[src/rtl/ftf_pkg.sv]
package ftf_pkg;

  // Accepted operation of one cycle, encoded as {write_ok, read_ok}
  typedef enum logic [1:0] {
    FTF_IDLE = 2'b00,
    FTF_POP  = 2'b01,
    FTF_PUSH = 2'b10,
    FTF_SWAP = 2'b11
  } ftf_op_e;

endpackage

[src/rtl/ftf_rst_sync.sv]
module ftf_rst_sync (
  input  logic clk,
  input  logic rst_n,
  output logic rst_n_o
);

  logic [1:0] sync_q;

  always_ff @(posedge clk or negedge rst_n) begin
    if (!rst_n) sync_q <= 2'b00;
    else        sync_q <= {sync_q[0], 1'b1};
  end

  assign rst_n_o = sync_q[1];

endmodule

[src/rtl/ftf_ctrl.sv]
module ftf_ctrl
  import ftf_pkg::*;
#(
  parameter int DEPTH = 8,
  parameter int CNT_W = $clog2(DEPTH + 1),
  parameter int IDX_W = $clog2(DEPTH)
) (
  input  logic             clk,
  input  logic             rst_n,
  input  logic             wr_en_i,
  input  logic             rd_en_i,
  output logic             load_o,
  output logic             shift_o,
  output logic [IDX_W-1:0] load_idx_o,
  output logic [CNT_W-1:0] count_o,
  output logic             empty_o,
  output logic             full_o,
  output logic             ovf_o,
  output logic             unf_o
);

  logic [CNT_W-1:0] count_q, count_d, slot;
  logic             cnt_en;
  logic             rd_ok, wr_ok;
  logic             ovf_q, ovf_d, unf_q, unf_d;
  ftf_op_e          op;

  // Decode the accepted operation
  always_comb begin
    empty_o = (count_q == '0);
    full_o  = (count_q == CNT_W'(DEPTH));
    rd_ok   = rd_en_i && !empty_o;
    wr_ok   = wr_en_i && (!full_o || rd_ok);
    op      = ftf_op_e'({wr_ok, rd_ok});
    ovf_d   = wr_en_i && !wr_ok;
    unf_d   = rd_en_i && !rd_ok;
  end

  // Next count and landing slot of an incoming word
  always_comb begin
    count_d = count_q;
    cnt_en  = 1'b0;
    slot    = CNT_W'(DEPTH - 1) - count_q;
    case (op)
      FTF_PUSH: begin
        count_d = count_q + CNT_W'(1);
        cnt_en  = 1'b1;
      end
      FTF_POP: begin
        count_d = count_q - CNT_W'(1);
        cnt_en  = 1'b1;
      end
      FTF_SWAP: slot = CNT_W'(DEPTH) - count_q;
      default: ;
    endcase
  end

  always_ff @(posedge clk or negedge rst_n) begin
    if (!rst_n) begin
      count_q <= '0;
    end else if (cnt_en) begin
      count_q <= count_d;
    end
  end

  always_ff @(posedge clk or negedge rst_n) begin
    if (!rst_n) begin
      ovf_q <= 1'b0;
      unf_q <= 1'b0;
    end else begin
      ovf_q <= ovf_d;
      unf_q <= unf_d;
    end
  end

  assign load_o     = wr_ok;
  assign shift_o    = rd_ok;
  assign load_idx_o = slot[IDX_W-1:0];
  assign count_o    = count_q;
  assign ovf_o      = ovf_q;
  assign unf_o      = unf_q;

  // a lone write on a full queue changes nothing and is reported
  a_r5_full_write_dropped: assert property (@(posedge clk) disable iff (!rst_n)
    (full_o && wr_en_i && !rd_en_i) |=> ($stable(count_q) && ovf_q));

  // a lone read on an empty queue changes nothing and is reported
  a_r6_empty_read_dropped: assert property (@(posedge clk) disable iff (!rst_n)
    (empty_o && rd_en_i && !wr_en_i) |=> (count_q == '0 && unf_q));

  // no overflow pulse without a rejected write
  a_r7_no_spurious_overflow: assert property (@(posedge clk) disable iff (!rst_n)
    !(full_o && wr_en_i && !rd_en_i) |=> !ovf_q);

  // a simultaneous read and write keep the level
  a_r8_swap_keeps_level: assert property (@(posedge clk) disable iff (!rst_n)
    (!empty_o && wr_en_i && rd_en_i) |=> $stable(count_q));

endmodule

[src/rtl/ftf_cell.sv]
module ftf_cell #(
  parameter int DATA_W = 8
) (
  input  logic              clk,
  input  logic              rst_n,
  input  logic              shift_i,
  input  logic              load_i,
  input  logic [DATA_W-1:0] wdata_i,
  input  logic [DATA_W-1:0] up_data_i,
  input  logic              up_vld_i,
  output logic [DATA_W-1:0] data_o,
  output logic              vld_o
);

  logic [DATA_W-1:0] data_q, data_d;
  logic              vld_q, vld_d, data_en;

  // A load has priority: during a swap the loaded cell is the one the shift emptied
  always_comb begin
    data_d  = data_q;
    vld_d   = vld_q;
    data_en = 1'b0;
    if (load_i) begin
      data_d  = wdata_i;
      vld_d   = 1'b1;
      data_en = 1'b1;
    end else if (shift_i) begin
      data_d  = up_data_i;
      vld_d   = up_vld_i;
      data_en = 1'b1;
    end
  end

  // Data has no reset; vld_q qualifies it
  always_ff @(posedge clk) begin
    if (data_en) data_q <= data_d;
  end

  always_ff @(posedge clk or negedge rst_n) begin
    if (!rst_n) vld_q <= 1'b0;
    else        vld_q <= vld_d;
  end

  assign data_o = data_q;
  assign vld_o  = vld_q;

endmodule

[src/rtl/ftf_queue.sv]
module ftf_queue #(
  parameter int DATA_W = 8,
  parameter int DEPTH  = 8,
  localparam int CNT_W = $clog2(DEPTH + 1),
  localparam int IDX_W = $clog2(DEPTH)
) (
  input  logic              clk,
  input  logic              rst_n,
  input  logic              wr_en,
  input  logic [DATA_W-1:0] wr_data,
  input  logic              rd_en,
  output logic [DATA_W-1:0] rd_data,
  output logic              rd_valid,
  output logic [CNT_W-1:0]  level,
  output logic              empty,
  output logic              full,
  output logic              overflow,
  output logic              underflow
);

  logic              rst_n_s;
  logic              load, shift;
  logic [IDX_W-1:0]  load_idx;
  logic [DATA_W-1:0] cdata [DEPTH];
  logic [DEPTH-1:0]  cvld;

  ftf_rst_sync u_rst (
    .clk     (clk),
    .rst_n   (rst_n),
    .rst_n_o (rst_n_s)
  );

  ftf_ctrl #(
    .DEPTH (DEPTH),
    .CNT_W (CNT_W),
    .IDX_W (IDX_W)
  ) u_ctrl (
    .clk        (clk),
    .rst_n      (rst_n_s),
    .wr_en_i    (wr_en),
    .rd_en_i    (rd_en),
    .load_o     (load),
    .shift_o    (shift),
    .load_idx_o (load_idx),
    .count_o    (level),
    .empty_o    (empty),
    .full_o     (full),
    .ovf_o      (overflow),
    .unf_o      (underflow)
  );

  for (genvar i = 0; i < DEPTH; i++) begin : g_cell
    logic [DATA_W-1:0] up_data;
    logic              up_vld;

    if (i == 0) begin : g_top
      assign up_data = '0;
      assign up_vld  = 1'b0;
    end else begin : g_inner
      assign up_data = cdata[i-1];
      assign up_vld  = cvld[i-1];
      // stored words stay packed against the bottom cell
      a_r4_packed: assert property (@(posedge clk) disable iff (!rst_n_s)
        cvld[i-1] |-> cvld[i]);
    end

    ftf_cell #(.DATA_W(DATA_W)) u_cell (
      .clk       (clk),
      .rst_n     (rst_n_s),
      .shift_i   (shift),
      .load_i    (load && (load_idx == IDX_W'(i))),
      .wdata_i   (wr_data),
      .up_data_i (up_data),
      .up_vld_i  (up_vld),
      .data_o    (cdata[i]),
      .vld_o     (cvld[i])
    );
  end

  assign rd_data  = cdata[DEPTH-1];
  assign rd_valid = cvld[DEPTH-1];

  // occupied cells and the counter agree
  a_r3_occupancy: assert property (@(posedge clk) disable iff (!rst_n_s)
    $countones(cvld) == int'(level));

  // bottom cell valid matches the counter's empty flag
  a_r11_valid_tracks_level: assert property (@(posedge clk) disable iff (!rst_n_s)
    rd_valid == !empty);

  // a word written to an empty queue is readable one cycle later
  a_r2_fall_through: assert property (@(posedge clk) disable iff (!rst_n_s)
    (empty && wr_en) |=> (rd_valid && rd_data == $past(wr_data)));

endmodule

[config.mk]
export PLATFORM = sky130hd
export DESIGN_NAME = ftf_queue
export DESIGN_NICKNAME = d
export VERILOG_FILES = /design/src/rtl/ftf_pkg.sv /design/src/rtl/ftf_rst_sync.sv /design/src/rtl/ftf_ctrl.sv /design/src/rtl/ftf_cell.sv /design/src/rtl/ftf_queue.sv
export SDC_FILE = /design/constraint.sdc
export NUM_CORES = 1
export LEC_CHECK = 0
export ABC_AREA = 1
export BUFFER_PORTS_ARGS = -buffer_cell sky130_fd_sc_hd__buf_2
export CAP_MARGIN = 40
export CORE_AREA = 2 2 86 88
export CTS_CLUSTER_SIZE = 14
export DETAILED_ROUTE_END_ITERATION = 12
export DIE_AREA = 0 0 88 90
export PLACE_DENSITY = 0.68
export SETUP_SLACK_MARGIN = 0.15
export SLEW_MARGIN = 20
export SYNTH_ARGS = -nofsm -noshare
export SYNTH_HDL_FRONTEND = slang
export SYNTH_HIERARCHICAL = 1
export SYNTH_SLANG_ARGS = --single-unit
[constraint.sdc]
create_clock -name clk -period 2.49 [get_ports clk]
set_input_delay 0.3735 -clock clk [delete_from_list [all_inputs] [get_ports clk]]
set_output_delay 0.3735 -clock clk [all_outputs]
set_load 0.02 [all_outputs]
==> metrics.md <==
| Metric | Value |
|---|---|
| Status | finished, final reports clean |
| Largest net degree at the start of global routing | 17 |
| Worst IR Drop VDD | 0.0005557 V |
| Vias per cell | 4.672 |
| Chip height | 90 um |
| CTS Buffer Depth | 2 |
| DR pass1 iterations | 4 |
| Worst Path Max Fanout | 9 |
| R2r endpoint | g_cell[0].u_cell/data_o[2] |
| Seq. cell area | 2323 um2 |
| Mapped Area | 3731 um2 |
| Crit path arrival time | 2290 ps |
| Met1 Routed Length | 2993 um |
| Highest routed metal layer | met4 |
| Most used DFF post-synth | edfxtp_1 |
| DRT iter0 DRCs | 137 |
| Die area | 7920 um2 |
| Fillers | 568 |
| Slew headroom | 60.11% |
| Hold Vio Cnt, Final | 0 |
| Largest area contributor in the netlist | edfxtp_1 |
| Root Driver | clkbuf_8 |
| Metal3 WL | 293 um |
| PortBufs | 28 |
| Maxcap violations | 0 |
| Async set-or-reset flop fraction in the synthesized netlist | 20.00% |
| Pins Over Slew Limit | 0 |
| Ant diodes | 0 |
| Final core occ | 61.66% |
| Fin crit share | 87.56% |
| Worst-margin pin slew | 598.4 ps |
| WHS | 242.8 ps |
| Post-layout min period | 2180 ps |
| Layout cells sized above 1 | 20.97% |
| Startpoint Class | register |
| Total power | 5.088 mW |
| Synth top area share | 51.51% |
| Via count | 2579 |
| Initial antenna violation count | 0 |
| EDFF count, synth | 64 |
| Seq cells post-synth | 80 |
| Syn. warnings | 6 |
| FF-to-FF Start | u_ctrl/count_o[0] |
| Global-route wire length before repair | 11850 um |
| Setup crit end kind | register |
| Vias in the first global route | 2486 |
| Area grow syn2layout | 16.03% |
| Clock transition at the registers of the reported paths | 80 ps |
| Commonest cells post-synth | 225 x nand2_1, 64 x edfxtp_1, 23 x inv_1, 16 x dfrtp_1 |
| Pwr/cell area | 1175 nW/um2 |
| DPL Wire Length | 5156 um |
| CP required | 2600 ps |
| Setup CP Type | reg -> reg |
| Final ANT Viol Nets | 0 |
| CTS Buf Count | 9 |
| Leakage | 2.064 nW |
| Gr ovfl total | 0 |
| Skew-Pair Late Insertion Delay | 350 ps |
| Multi-input gate area | 1345 um2 |
| Total GRT Usage | 20.20% |
| Initial core utilization | 53.15% |
| GPL Wtd Cong | 0.8148 |
| Met2 routed WL | 3748 um |
| Distinct cell type count of the synthesized netlist | 20 |
| R2r setup slk | 310 ps |
| Area contributors post-synth | edfxtp_1 52%, nand2_1 23%, dfrtp_1 11% |
| Die span in x | 88 um |
| Max Clock Freq | 458.7 MHz |
| Sink Count | 80 |
| DR WL/cell | 13.09 um |
| R2R cell count | 13 |
| Final Net Count | 464 |
| Htree depth | 3 |
| Setup-failing EPs final | 0 |
| RSZ-0062 raised after global routing | false |
| Syn Area/Cell | 9.398 um2 |
| DRC Markers | 0 |
| Gate Count Post-Synth | 397 |
| Routed WL | 7228 um |
| CTS tree | yes |
| Core Area | 7020 um2 |
| Seq/Total Area, Yosys | 62.24% |
| Setup TNS | 0 ps |
| # IOs | 29 |
| Skew final | 10.64 ps |
| Rows | 31 |
| Hold Crit Class | reg -> async |
| Count leader, synth | nand2_1 |
-- registers in the layout, indices dropped and copies added (netlist names) --
name                  count
g_cell.u_cell/data_o     64
g_cell.u_cell/vld_o       8
u_ctrl/count_o            4
u_ctrl/ovf_o              1
u_ctrl/unf_o              1
u_rst/sync_q              2
-- cell usage in the layout (no fill, tap or decap), drive strengths merged, types with 2 or more instances in the layout --
cell type,instances
nor2,12
conb,10
nand3,13
edfxtp,64
clkinv,4
a21oi,11
xor2,3
clkbuf,10
buf,39
ha,3
inv,31
o21ai,2
nand2,228
dfrtp,16
-- cell families after synthesis --
kind of cell,Yosys count,share of synthesized area [%]
AO/OA/AOI/OAI,13,1.744
XOR/XNOR,4,0.9391
adder cells (fa/ha/maj),4,1.543
buffers and inverters,39,5.533
flip-flops,80,62.24
other,2,0.2013
AND/OR/NAND/NOR,255,27.80
-- worst max-delay path by stage --
stage,depth (start not counted),slack [ps],endpoint,start
after floorplan,12,150,g_cell[7].u_cell/data_o[0],u_ctrl/count_o[1]
after global placement,11,180,g_cell[7].u_cell/data_o[1],u_ctrl/count_o[0]
after detailed placement,11,120,g_cell[7].u_cell/data_o[4],u_ctrl/count_o[0]
after CTS,12,170,g_cell[2].u_cell/data_o[0],u_ctrl/count_o[0]
after global routing,13,130,g_cell[0].u_cell/data_o[2],u_ctrl/count_o[0]
final,13,310,g_cell[0].u_cell/data_o[2],u_ctrl/count_o[0]
-- layout make-up --
cell class | count | area share [%]
clock buffer | 10 | 2.948
clock inverter | 6 | 1.387
inverter | 31 | 2.688
multi-input combinational | 286 | 31.07
sequential | 80 | 53.67
tap | 99 | 2.861
timing repair buffer | 40 | 5.376
-- critical path: stages, from the launching register on --
cell,delay [ps]
dfrtp_2,400
inv_1,140
ha_1,220
nand2_2,100
nand2_2,110
nor2_4,50
nand2_1,90
xor2_2,180
inv_1,80
nand2_2,170
nor2_2,80
buf_4,170
nand2_1,70
nand2_1,60
-- metrics by stage --
step / instances / instance area (um2) / setup slack (ps)
after floorplan: 405 / 3780 / 150.3
after CTS: 551 / 4229 / 170.9
after global placement: 534 / 4029 / 181.2
after detailed placement: 534 / 4029 / 119.7
final: 552 / 4329 / 309.8
after global routing: 552 / 4329 / 126.4
-- timing repair --
action                                  4_1_cts  5_1_grt
pin swaps                                     0        0
resized for setup                             1       24
hold buffers                                  1        0
endpoints found under the setup margin        8      132
endpoints found under the hold margin         2        0
setup buffers                                 0        1
-- per-layer routing --
layer  GRT usage (%)  up-vias
met3           5.051       15
met5               0        -
met4           10.38        0
li1                -     1344
met1           23.63     1174
met2           33.78       46
-- power by group --
group	leakage, nW	total, mW	internal [mW]	switching (mW)
sequential	0.825	2.45	2.22	0.229
combinational	1.15	1.73	0.588	1.15
clock	0.0937	0.905	0.458	0.447
Note: power is estimated with default switching activity, not from simulation.
